--- src/rtl/trace_pkg.sv ---
package trace_pkg;
  parameter int ADDR_W = 16;
  parameter int DATA_W = 16;
  parameter int INFO_W = 8;

  typedef enum logic [1:0] {
    MODE_FLOW   = 2'd0,
    MODE_LOOP   = 2'd1,
    MODE_ACCESS = 2'd2,
    MODE_PC     = 2'd3
  } mode_e;

  localparam logic [1:0] TAG_SRC = 2'd0;
  localparam logic [1:0] TAG_DST = 2'd1;
  localparam logic [1:0] TAG_VEC = 2'd2;
  localparam logic [1:0] TAG_ACC = 2'd3;

  localparam logic [1:0] CYC_FREE  = 2'd0;
  localparam logic [1:0] CYC_FETCH = 2'd1;

  typedef struct packed {
    logic [1:0]        tag;
    logic [INFO_W-1:0] info;
    logic [ADDR_W-1:0] addr;
    logic [DATA_W-1:0] data;
  } entry_t;

  typedef struct packed {
    logic wr;
    logic clr;
  } strobe_t;
endpackage

--- src/rtl/trace_ctrl.sv ---
module trace_ctrl
  import trace_pkg::*;
(
  input  logic              clk,
  input  logic              rstN,
  input  logic              clear,
  input  mode_e             mode,
  input  logic              rangeEn,
  input  logic [ADDR_W-1:0] winLo,
  input  logic [ADDR_W-1:0] winHi,
  input  logic              busValid,
  input  logic [1:0]        cycType,
  input  logic [ADDR_W-1:0] busAddr,
  input  logic [DATA_W-1:0] busData,
  input  logic              busWord,
  input  logic              busWrite,
  input  logic              cofValid,
  input  logic [1:0]        cofKind,
  input  logic [ADDR_W-1:0] cofAddr,
  input  logic              execValid,
  input  logic [ADDR_W-1:0] execPc,
  output strobe_t           stb,
  output entry_t            wrEntry
);
  logic              shadowValid;
  logic [ADDR_W-1:0] shadowAddr;
  logic              candidate;
  logic              suppress;
  logic              dataCycle;
  logic              inWindow;

  // Bus qualification for access mode
  assign dataCycle = (cycType != CYC_FREE) && (cycType != CYC_FETCH);
  assign inWindow  = !rangeEn || ((busAddr >= winLo) && (busAddr <= winHi));

  always_comb begin
    wrEntry   = '0;
    candidate = 1'b0;
    suppress  = 1'b0;
    unique case (mode)
      MODE_FLOW, MODE_LOOP: begin
        candidate    = cofValid && (cofKind != TAG_ACC);
        wrEntry.tag  = cofKind;
        wrEntry.addr = cofAddr;
        suppress     = (mode == MODE_LOOP) && (cofKind == TAG_SRC) &&
                       shadowValid && (shadowAddr == cofAddr);
      end
      MODE_ACCESS: begin
        candidate    = busValid && dataCycle && inWindow;
        wrEntry.tag  = TAG_ACC;
        wrEntry.info = INFO_W'({busWrite, busWord});
        wrEntry.addr = busAddr;
        wrEntry.data = busData;
      end
      MODE_PC: begin
        candidate    = execValid;
        wrEntry.tag  = TAG_ACC;
        wrEntry.addr = execPc;
      end
      default: ;
    endcase
  end

  assign stb.clr = clear;
  assign stb.wr  = candidate && !suppress && !clear;

  // Shadow of the last address stored in loop-filter mode
  always_ff @(posedge clk) begin
    if (!rstN || clear) begin
      shadowValid <= 1'b0;
      shadowAddr  <= '0;
    end else if (stb.wr && (mode == MODE_LOOP)) begin
      shadowValid <= 1'b1;
      shadowAddr  <= wrEntry.addr;
    end
  end
endmodule

--- src/rtl/trace_dp.sv ---
module trace_dp
  import trace_pkg::*;
#(
  parameter int DEPTH_LOG2 = 6
) (
  input  logic                  clk,
  input  logic                  rstN,
  input  strobe_t               stb,
  input  entry_t                wrEntry,
  input  logic [DEPTH_LOG2-1:0] rdIdx,
  output entry_t                rdEntry,
  output logic [DEPTH_LOG2:0]   entryCount
);
  localparam int DEPTH = 1 << DEPTH_LOG2;
  localparam logic [DEPTH_LOG2:0] FULL = (DEPTH_LOG2 + 1)'(DEPTH);

  entry_t                mem [DEPTH];
  logic [DEPTH_LOG2-1:0] wrPtr;
  logic [DEPTH_LOG2-1:0] oldest;
  logic [DEPTH_LOG2-1:0] phys;

  always_ff @(posedge clk) begin
    if (!rstN) begin
      wrPtr      <= '0;
      entryCount <= '0;
    end else if (stb.clr) begin
      wrPtr      <= '0;
      entryCount <= '0;
    end else if (stb.wr) begin
      wrPtr <= wrPtr + 1'b1;
      if (entryCount != FULL) entryCount <= entryCount + 1'b1;
    end
  end

  always_ff @(posedge clk) begin
    if (stb.wr && !stb.clr) mem[wrPtr] <= wrEntry;
  end

  // Once full, the write pointer marks the oldest slot
  assign oldest  = (entryCount == FULL) ? wrPtr : '0;
  assign phys    = oldest + rdIdx;
  assign rdEntry = mem[phys];
endmodule

--- src/rtl/trace_capture.sv ---
module trace_capture
  import trace_pkg::*;
#(
  parameter int DEPTH_LOG2 = 6
) (
  input  logic                  clk,
  input  logic                  rstN,
  input  logic                  clear,
  input  logic [1:0]            mode,
  input  logic                  rangeEn,
  input  logic [ADDR_W-1:0]     winLo,
  input  logic [ADDR_W-1:0]     winHi,
  input  logic                  busValid,
  input  logic [1:0]            cycType,
  input  logic [ADDR_W-1:0]     busAddr,
  input  logic [DATA_W-1:0]     busData,
  input  logic                  busWord,
  input  logic                  busWrite,
  input  logic                  cofValid,
  input  logic [1:0]            cofKind,
  input  logic [ADDR_W-1:0]     cofAddr,
  input  logic                  execValid,
  input  logic [ADDR_W-1:0]     execPc,
  input  logic [DEPTH_LOG2-1:0] rdIdx,
  output logic [1:0]            rdTag,
  output logic [INFO_W-1:0]     rdInfo,
  output logic [ADDR_W-1:0]     rdAddr,
  output logic [DATA_W-1:0]     rdData,
  output logic [DEPTH_LOG2:0]   entryCount
);
  strobe_t stb;
  entry_t  wrEntry;
  entry_t  rdEntry;

  trace_ctrl ctrl_i (
    .clk(clk), .rstN(rstN), .clear(clear), .mode(mode_e'(mode)),
    .rangeEn(rangeEn), .winLo(winLo), .winHi(winHi),
    .busValid(busValid), .cycType(cycType), .busAddr(busAddr),
    .busData(busData), .busWord(busWord), .busWrite(busWrite),
    .cofValid(cofValid), .cofKind(cofKind), .cofAddr(cofAddr),
    .execValid(execValid), .execPc(execPc),
    .stb(stb), .wrEntry(wrEntry)
  );

  trace_dp #(.DEPTH_LOG2(DEPTH_LOG2)) dp_i (
    .clk(clk), .rstN(rstN), .stb(stb), .wrEntry(wrEntry),
    .rdIdx(rdIdx), .rdEntry(rdEntry), .entryCount(entryCount)
  );

  assign rdTag  = rdEntry.tag;
  assign rdInfo = rdEntry.info;
  assign rdAddr = rdEntry.addr;
  assign rdData = rdEntry.data;
endmodule

--- config.mk ---
export PLATFORM = sky130hd
export DESIGN_NAME = trace_capture
export DESIGN_NICKNAME = d
export VERILOG_FILES = /design/src/rtl/trace_pkg.sv /design/src/rtl/trace_ctrl.sv /design/src/rtl/trace_dp.sv /design/src/rtl/trace_capture.sv
export SDC_FILE = /design/constraint.sdc
export NUM_CORES = 2
export LEC_CHECK = 0
export BUFFER_PORTS_ARGS = -buffer_cell sky130_fd_sc_hd__buf_2
export CORE_ASPECT_RATIO = 0.8
export CORE_UTILIZATION = 35
export CTS_CLUSTER_SIZE = 25
export DETAILED_ROUTE_END_ITERATION = 12
export SLEW_MARGIN = 15
export SYNTH_ARGS = -nofsm -noshare
export SYNTH_HDL_FRONTEND = slang
export SYNTH_SLANG_ARGS = --single-unit
--- constraint.sdc ---
create_clock -name clk -period 11.7 [get_ports clk]
set_input_delay 1.17 -clock clk [delete_from_list [all_inputs] [get_ports clk]]
set_output_delay 1.17 -clock clk [all_outputs]
set_load 0.01 [all_outputs]
==> run summary <==
The post-synthesis area per instance came out at 23.7 µm². The initial antenna violation count is 17. From synthesis to final layout, the design area changed by 13.6%.

The async set or reset register ratio after synthesis is 0%. The number of enable flip-flop cells after synthesis is 2304. In the layout the commonest cells are 2304 x edfxtp_1, 720 x mux4_2, 214 x clkbuf_16.

The most used flip-flop cell after synthesis is edfxtp_1. The standard cell core area came out at 257000 µm². The per-cell routed wire length is 29.4 µm. Using the TritonRoute via totals, the vias-per-cell ratio works out to 5.49. The H-tree was split into 4 levels. The sum of net half-perimeters after detailed placement is 113000 µm. The wire length of the first global-routing pass is 321000 µm. The buffers inserted during post-CTS setup optimization is 0. The number of instances resized during post-cts repair came out at 0. The worst setup path is launched from a flop. The count of maximum capacitance violations is 0. The total number of vias is 42500. The die height came out at 458 µm. The final worst hold slack is 0.491 ns.

Walking the worst path, the cells encountered are inv_1, ha_1, or4b_4, nor3b_4, and2_1, ha_4, buf_12, buf_4, mux4_2, mux4_2, mux2i_1, a21oi_1, buf_2. Setup total negative slack on the finished layout was measured at 0 ns. The number of nets in the final layout is 4282. The die extent in x came out at 572 µm. The critical path data required time came out at 10.53 ns.

The floorplan row count came out at 166. The number of hold-slack violations in the final timing report was 0. The max-slew violation total from the final report is 0. The starting DRC count in detailed routing is 5686. Measured on the finished design, the core utilization comes to 40.2%. The leakage power summed over all cells came out at 32.3 nW.

The clock skew came out at 0.0375 ns. The warning count from the yosys run came out at 0. The first detailed-routing pass ran for 6 iterations.

Power spread over the standard cell area amounts to 163 nW/µm². For the pin with the worst max-slew slack, the measured transition is 1.23 ns. In this run the deepest clock path goes through 4 buffers. The largest fanout of any net on the critical path is 92. The post-detailed-route count of antenna-violating nets is 0.

The count of mapped cells out of synthesis came out at 3837. The most frequent standard cell in the layout excluding fill and tap cells is edfxtp_1. The clock reaches the later pin of the worst-skew pair after 0.83 ns. The tree is rooted in a clkbuf_16. The share of the clock period used by the worst path after layout came out at 67.9%. The number of clock sinks is 2334.

The count of unique library cells instantiated by Yosys came out at 55. The reg2reg setup slack is 7.43 ns. The total routing usage reported by global routing came out at 17.3%. The flow ran to the end, and the final reports show no timing, DRC or antenna violations. The share of the yosys chip area belonging to registers is 76.8%. After synthesis the netlist holds a flip-flop and latch count of 2334. The final layout contains routed wiring with a total length of 227000 µm. The class of the worst hold path is flop to flop. The number of setup violations in the final report is 0.

The worst-case headroom to the max-slew limit is 17.7%. The number of buffers created by CTS came out at 212. Routability-driven placement finished with a final weighted congestion of 0.810. The global-route congestion overflow total came out at 0.

The minimum clock period is 7.95 ns. The number of global-route vias before repair came out at 42400. The initial cell density of the core is 35.4%. The die footprint is 262000 µm². Counting stages on the worst path, the most repeated cell is mux4_2. Among all stages on the critical path, the largest delay is contributed by buf_4. The maximum frequency from static timing analysis is 126 MHz.

The pin count of the biggest net entering global routing came out at 139. STA classifies the critical path endpoint as an output pin. At the worst endpoint, the arrival time is 6.78 ns. TritonCTS built the clock tree. The number of DRC violations after detailed routing is 0.

In this run the tool buffered the top-level ports with 158 buffer cells. The stage delay of the slowest cell on the critical path came out at 0.74 ns. The critical path is of the flop to output pin type. Setup repair after global routing left no endpoint under its margin. The CTS clock-pin slew for the worst setup and hold paths is 0.07 ns. Pin placement for this block handled 166 I/O pins.

The maximum vdd ir drop is 0.123 mV. Cells with a size suffix above 1 make up 32.9% of the layout. The hold buffer count at cts came out at 0.

The synthesized netlist occupies a cell area of 90900 µm².
==> metrics by stage <==
| step | cell area, µm² | setup slack, ns | total power [W] | std cells |
|---|---|---|---|---|
| detailed placement | 96700 | 4.46 | 0.0103 | 7354 |
| global route | 103000 | 3.24 | 0.0173 | 7737 |
| global placement | 96700 | 4.52 | 0.0103 | 7354 |
| finish | 103000 | 3.75 | 0.0168 | 7740 |
| floorplan | 90900 | 5.72 | 0.00996 | 3842 |
| CTS | 103000 | 3.54 | 0.0170 | 7735 |
==> worst paths after layout <==
| path | from | endpoint | depth (start not counted) |
|---|---|---|---|
| worst min-delay path | ctrl_i.shadowValid | ctrl_i.shadowValid | 2 |
| worst max register to register | ctrl_i.shadowAddr[14] | dp_i.mem[60][29] | 8 |
| worst min register to register | ctrl_i.shadowValid | ctrl_i.shadowValid | 2 |
| worst max-delay path | dp_i.entryCount[0] | rdData[15] | 13 |
==> cell families after synthesis <==
family / count (synthesis) / synth area share (%)
buf+inv: 252 / 1.26
simple gates: 248 / 1.49
fa+ha+maj: 41 / 0.573
other cells: 1 / 0.00413
mux: 790 / 18.6
compound gates: 150 / 1.02
xor+xnor: 21 / 0.240
flops: 2334 / 76.8
==> cell type report <==
cell class	count	area (µm²)
clock inverters	118	995
multi-input cells	1256	20600
clock buffers	263	5540
flip-flops and latches	2334	69800
fillers	22400	154000
diodes	5	12.5
repair buffers	284	1900
inverters	36	135
well taps	3444	4310
==> power by group <==
| part | internal, W | switching [W] | leakage (nW) | total, W |
|---|---|---|---|---|
| Sequential | 0.00921 | 0.00000290 | 21.5 | 0.00922 |
| Clock | 0.00371 | 0.00301 | 3.19 | 0.00671 |
| Combinational | 0.000347 | 0.000557 | 7.65 | 0.000904 |
| Total | 0.0133 | 0.00357 | 32.3 | 0.0168 |
==> per-layer routing <==
metal  global-route usage, %  wire length [µm]
met4                    3.73              4450
met2                    26.5            105000
met3                    3.18             19200
met5                       0                 0
met1                    25.7             98500
==> registers in the layout (all words and copies together) (netlist names) <==
signal and flops:
ctrl_i.shadowAddr 16, ctrl_i.shadowValid 1, dp_i.entryCount 7, dp_i.mem 2304
dp_i.wrPtr 6
==> critical path: cells and delay by family (launching register included) <==
kind | cells | cell delay (ns)
muxes | 3 | 1.80
buffers and inverters | 4 | 1.60
and+or+nand+nor | 3 | 1.00
adders and majority gates | 2 | 0.65
DFF | 1 | 0.37
AOI/OAI and AO/OA | 1 | 0.23
==> cell usage after synthesis (all sizes together) (30+ instances only) <==
cell type,count,area [µm²]
a211oi,36,270
a21oi,78,390
buf,128,683
clkbuf,88,330
dfxtp,30,601
edfxtp,2304,69200
ha,40,500
inv,36,135
mux2i,70,701
mux4,720,16200
nor2,47,176
nor2b,41,257
nor3,63,315
No activity file was read; power rests on OpenSTA's default activity.
